<file path="config.mk">
export PLATFORM = sky130hd
export DESIGN_NAME = bscanPinGroup
export DESIGN_NICKNAME = d
export VERILOG_FILES = /design/src/rtl/bscan_pkg.sv /design/src/rtl/bscanCtrl.sv /design/src/rtl/bscanCellData.sv /design/src/rtl/bscanPinGroup.sv
export SDC_FILE = /design/constraint.sdc
export NUM_CORES = 1
export LEC_CHECK = 0
export ABC_AREA = 1
export BUFFER_PORTS_ARGS = -buffer_cell sky130_fd_sc_hd__buf_2
export CORE_MARGIN = 8
export CORE_UTILIZATION = 45
export CTS_BUF_LIST = sky130_fd_sc_hd__clkbuf_2
export CTS_CLUSTER_DIAMETER = 40
export DETAILED_ROUTE_END_ITERATION = 6
export PLACE_DENSITY = 0.72
export RECOVER_POWER = 25
export SYNTH_ARGS = -nofsm -noshare
export SYNTH_HDL_FRONTEND = slang
export SYNTH_SLANG_ARGS = --single-unit
</file>
<file path="constraint.sdc">
create_clock -name clk -period 1.07 [get_ports clk]
set_clock_uncertainty 0.15 [all_clocks]
set_input_delay 0.1605 -clock clk [delete_from_list [all_inputs] [get_ports clk]]
set_output_delay 0.1605 -clock clk [all_outputs]
set_load 0.02 [all_outputs]
</file>
<file path="src/rtl/bscan_pkg.sv">
package bscan_pkg;
  typedef struct packed {
    logic captureEn;  // load parallel inputs into stages
    logic shiftEn;    // move chain one place
    logic updateEn;   // copy stages to update registers
    logic testMode;   // outputs from update registers
    logic forceOff;   // pad enables off
  } scanStrobes_t;
endpackage

</file>
<file path="src/rtl/bscanCtrl.sv">
module bscanCtrl
  import bscan_pkg::*;
(
  input  logic         shiftSel,
  input  logic         clockEn,
  input  logic         updateEn,
  input  logic         modeSel,
  input  logic         highZ,
  output scanStrobes_t strobes
);
  always_comb begin
    strobes.captureEn = clockEn & ~shiftSel;
    strobes.shiftEn   = clockEn &  shiftSel;
    strobes.updateEn  = updateEn;
    strobes.testMode  = modeSel;
    strobes.forceOff  = highZ;
  end
endmodule

</file>
<file path="src/rtl/bscanCellData.sv">
module bscanCellData
  import bscan_pkg::*;
(
  input  logic         clk,
  input  logic         rstN,
  input  scanStrobes_t strobes,
  input  logic         serialIn,
  output logic         serialOut,
  input  logic         coreOutBit,
  input  logic         coreOeBit,
  output logic         coreInBit,
  output logic         padOutBit,
  output logic         padOeBit,
  input  logic         padInBit
);
  logic capIn, capOe, capOut;
  logic updIn, updOe, updOut;

  always_ff @(posedge clk or negedge rstN) begin
    if (!rstN) begin
      capIn <= 1'b0; capOe <= 1'b0; capOut <= 1'b0;
    end else if (strobes.captureEn) begin
      capIn <= padInBit; capOe <= coreOeBit; capOut <= coreOutBit;
    end else if (strobes.shiftEn) begin
      capIn <= serialIn; capOe <= capIn; capOut <= capOe;
    end
  end

  always_ff @(posedge clk or negedge rstN) begin
    if (!rstN) begin
      updIn <= 1'b0; updOe <= 1'b0; updOut <= 1'b0;
    end else if (strobes.updateEn) begin
      updIn <= capIn; updOe <= capOe; updOut <= capOut;
    end
  end

  assign serialOut = capOut;
  assign padOutBit = strobes.testMode ? updOut : coreOutBit;
  assign coreInBit = strobes.testMode ? updIn  : padInBit;
  always_comb begin
    if (strobes.forceOff)      padOeBit = 1'b0;
    else if (strobes.testMode) padOeBit = updOe;
    else                       padOeBit = coreOeBit;
  end

  p_capture_r2: assert property (@(posedge clk) disable iff (!rstN)
    strobes.captureEn |=> (capIn == $past(padInBit) && capOe == $past(coreOeBit)
                           && capOut == $past(coreOutBit)));
  p_shift_r3: assert property (@(posedge clk) disable iff (!rstN)
    strobes.shiftEn |=> (capIn == $past(serialIn) && capOe == $past(capIn)
                         && capOut == $past(capOe)));
  p_hold_r4: assert property (@(posedge clk) disable iff (!rstN)
    !(strobes.captureEn || strobes.shiftEn) |=> ($stable(capIn) && $stable(capOe) && $stable(capOut)));
  p_update_only_r5: assert property (@(posedge clk) disable iff (!rstN)
    !strobes.updateEn |=> ($stable(updIn) && $stable(updOe) && $stable(updOut)));
  p_update_copy_r5: assert property (@(posedge clk) disable iff (!rstN)
    strobes.updateEn |=> (updOut == $past(capOut) && updOe == $past(capOe) && updIn == $past(capIn)));
endmodule

</file>
<file path="src/rtl/bscanPinGroup.sv">
module bscanPinGroup
  import bscan_pkg::*;
#(
  parameter int PIN_COUNT = 2
) (
  input  logic                 clk,
  input  logic                 rstN,
  input  logic                 scanIn,
  output logic                 scanOut,
  input  logic                 shiftSel,
  input  logic                 clockEn,
  input  logic                 updateEn,
  input  logic                 modeSel,
  input  logic                 highZ,
  input  logic [PIN_COUNT-1:0] coreOut,
  input  logic [PIN_COUNT-1:0] coreOe,
  output logic [PIN_COUNT-1:0] coreIn,
  output logic [PIN_COUNT-1:0] padOut,
  output logic [PIN_COUNT-1:0] padOe,
  input  logic [PIN_COUNT-1:0] padIn
);
  localparam int LINK_COUNT = PIN_COUNT + 1;

  scanStrobes_t strobes;
  logic [LINK_COUNT-1:0] link;

  bscanCtrl uCtrl (
    .shiftSel(shiftSel), .clockEn(clockEn), .updateEn(updateEn),
    .modeSel(modeSel), .highZ(highZ), .strobes(strobes)
  );

  assign link[0] = scanIn;

  for (genvar i = 0; i < PIN_COUNT; i++) begin : gPin
    bscanCellData uCell (
      .clk(clk), .rstN(rstN), .strobes(strobes),
      .serialIn(link[i]), .serialOut(link[i+1]),
      .coreOutBit(coreOut[i]), .coreOeBit(coreOe[i]), .coreInBit(coreIn[i]),
      .padOutBit(padOut[i]), .padOeBit(padOe[i]), .padInBit(padIn[i])
    );
  end

  assign scanOut = link[PIN_COUNT];

  p_highz_off_r8: assert property (@(posedge clk) disable iff (!rstN)
    highZ |-> (padOe == '0));
  p_func_pass_r6: assert property (@(posedge clk) disable iff (!rstN)
    (!modeSel && !highZ) |-> (padOut == coreOut && padOe == coreOe && coreIn == padIn));
endmodule

</file>
==> reports/qor.csv <==
stage,metric,value,unit
sta,RSZ-0062 raised after global routing,true,
floorplan,die span in x,54.10,um
hold_path,Hold WC Path Type,in -> reg,
drt,router iterations before antenna repair,4,
setup_path,Worst setup SP type,register,
grt,GR Overflow Total,0,
floorplan,I/O pins,21,
setup_path,critical path arrival,0.95,ns
drt,DR vias/cell,4.571,
setup_path,"setup slack, reg-to-reg",0.01,ns
synthesis,post-synthesis sequential area ratio,0.4598,
clocking,CTS buffer count,3,
layout,# diodes,0,
clocking,worst skew pair latency,0.26,ns
run_status,status,finished with violations,
layout,post-layout util,0.6295,
place,gpl congestion,0.7865,
sta,Worst Tran Pin Value,0.3032,ns
layout,highest-count cells in the layout ignoring fill and taps,"nand2_1, inv_1, buf_2",
grt,initial antenna violation count,0,
flow_run,Max Cap Violations,0,
clocking,H-tree levels,1,
synthesis,Gate Count Post-Synth,92,
pwr,VDD IR max,0.5564,mV
drt,Remaining DRCs,0,
floorplan,core area,1334,um2
pwr,PD cells,1287,nW/um2
sta,min cycle time layout,1.264,ns
synthesis,mean post-synth cell area,7.099,um2
pwr,Pleak,0.4968,nW
layout,nets@finish,134,
setup_path,Critical Path Sink Type,output pin,
floorplan,starting density of the core,0.4897,
drt,final wirelength,1.430,mm
pwr,total power,1.081,mW
clocking,TritonCTS clock tree,built,
synthesis,Syn Nets,106,
synthesis,Synth cell types,9,
sta,ratio of final minimum period to clock period,1.182,
drt,DR WL/cell,10.75,um
grt,Tot GR Track Use,0.1089,
floorplan,chip height,54.10,um
setup_path,"critical path fanouts, max",2,
clocking,clock sink total,12,
synthesis,#FFs+latches synth,12,
place,hpwl dp,1.117,mm
grt,GRT Max-Usage Layer,met2,
place,"worst slack, placed",0.01887,ns
sta,Final Hold Viols,0,
place,IO buf count,20,
grt,largest net degree at the start of global routing,13,
setup_path,CP required,0.76,ns
sta,worst setup margin,-0.1943,ns
sta,"Slew Viols, Final",0,
layout,Syn-to-layout area delta,28.54,%
grt,first-pass GRT wire length,2.346,mm
layout,share of cells above drive strength 1,0.3220,
clocking,"CTS clk-pin slew, worst paths",0.11,ns
drt,antenna-violating nets left,0,
clocking,CTS max path bufs,2,
grt,GRT met1 Usage,0.1302,
sta,f_max,791.0,MHz
setup_path,WS Path Type,reg -> out,
run_status,failing checks,negative setup slack,
floorplan,Die ar.,2926,um2
grt,met2 Track Usage GR,0.1680,
synthesis,"Warnings, synthesis",0,
sta,Setup-failing EPs final,7,
grt,met3 Use GR,0.02755,
synthesis,Netlist Area Pre-Place,653.1,um2
grt,vias in the first global route,563,
sta,Slew headroom,0.7979,
layout,"leading cell type in the layout, fill and taps excluded",nand2_1,
drt,routed vias,608,
floorplan,# rows,13,
drt,DR iter-0 viols,13,
clocking,clk root buf,clkbuf_2,
-- power by group --
group | switching (mW) | internal [mW]
logic | 0.169 | 0.158
registers | 0.0291 | 0.509
clock network | 0.138 | 0.0765
-- through the flow --
| step | area, um2 | hold WS, ns | TNS [ns] | cells |
|---|---|---|---|---|
| finish | 839.6 | 0.03976 | -1.091 | 133 |
| global route | 839.6 | 0.04907 | -1.543 | 133 |
| CTS | 793.3 | 0.03543 | -1.215 | 129 |
| detailed placement | 711.9 | -0.09679 | 0 | 119 |
| global placement | 711.9 | -0.09985 | 0 | 119 |
| floorplan | 653.1 | -0.2851 | 0 | 92 |
-- synthesized netlist by cell type --
| cell | count | share of area |
|---|---|---|
| o21ai_0 | 5 | 0.038 |
| buf_4 | 8 | 0.092 |
| a21oi_1 | 7 | 0.054 |
| nor2_1 | 5 | 0.029 |
| dfrtp_1 | 12 | 0.46 |
| inv_1 | 15 | 0.086 |
| nand3_1 | 6 | 0.046 |
| nand2_1 | 33 | 0.19 |
| inv_2 | 1 | 0.0057 |
-- final timing paths --
| kind | cells past startpoint | end | start |
|---|---|---|---|
| setup / recovery | 3 | padOe[1] | gPin[1].uCell.updOe$_DFFE_PN0P_ |
| hold / removal | 3 | gPin[0].uCell.capOe$_DFFE_PN0P_ | clockEn |
| setup reg to reg | 4 | gPin[1].uCell.updOe$_DFFE_PN0P_ | gPin[1].uCell.updOe$_DFFE_PN0P_ |
| hold reg to reg | 2 | gPin[1].uCell.capIn$_DFFE_PN0P_ | gPin[1].uCell.capIn$_DFFE_PN0P_ |
| max in group asynchronous | 2 | gPin[0].uCell.serialOut$_DFFE_PN0P_ | rstN |
| min in group asynchronous | 2 | gPin[0].uCell.capIn$_DFFE_PN0P_ | rstN |
-- cell families (layout without fill, tap and decap cells) --
| group | count (synthesis) | in the layout | share of synthesized area |
|---|---|---|---|
| AO/OA/AOI/OAI | 12 | 12 | 0.09194 |
| AND/OR/NAND/NOR | 44 | 44 | 0.2644 |
| buffers and inverters | 24 | 50 | 0.1839 |
| flip-flops | 12 | 12 | 0.4598 |
-- metal layers --
layer | vias up | share of wire
met3 | 5 | 0.10
met4 | 0 | 0.028
li1 | 324 | -
met2 | 19 | 0.44
met1 | 260 | 0.42
met5 | - | 0
-- timing repair --
item                                   4_1_cts  5_1_grt
pin swaps                                    2        0
hold buffers                                 1        0
endpoints found under the hold margin       12        0
setup endpoints to repair                    7        7
setup buffers                                6        4
gates resized for setup                      4        8
-- critical path, cell delays in order, from the launching register on --
cell	delay, ns
dfrtp_1	0.37
nand2_1	0.07
a21oi_2	0.11
buf_4	0.14
-- sequential cells by signal (all words and copies together), names as in the netlist --
name / count
gPin.uCell.updOut: 2
gPin.uCell.capIn: 2
gPin.uCell.capOe: 2
gPin.uCell.updIn: 2
gPin.uCell.serialOut: 2
gPin.uCell.updOe: 2
-- area by class of cell --
cell class	count	area, um2
clock buffer	3	15.01
fill	129	494.2
inverter	16	60.06
multi-input combinational	56	246.5
sequential	12	300.3
tap	15	18.77
timing repair buffer	31	198.9
(Power assumes the default switching activity.)
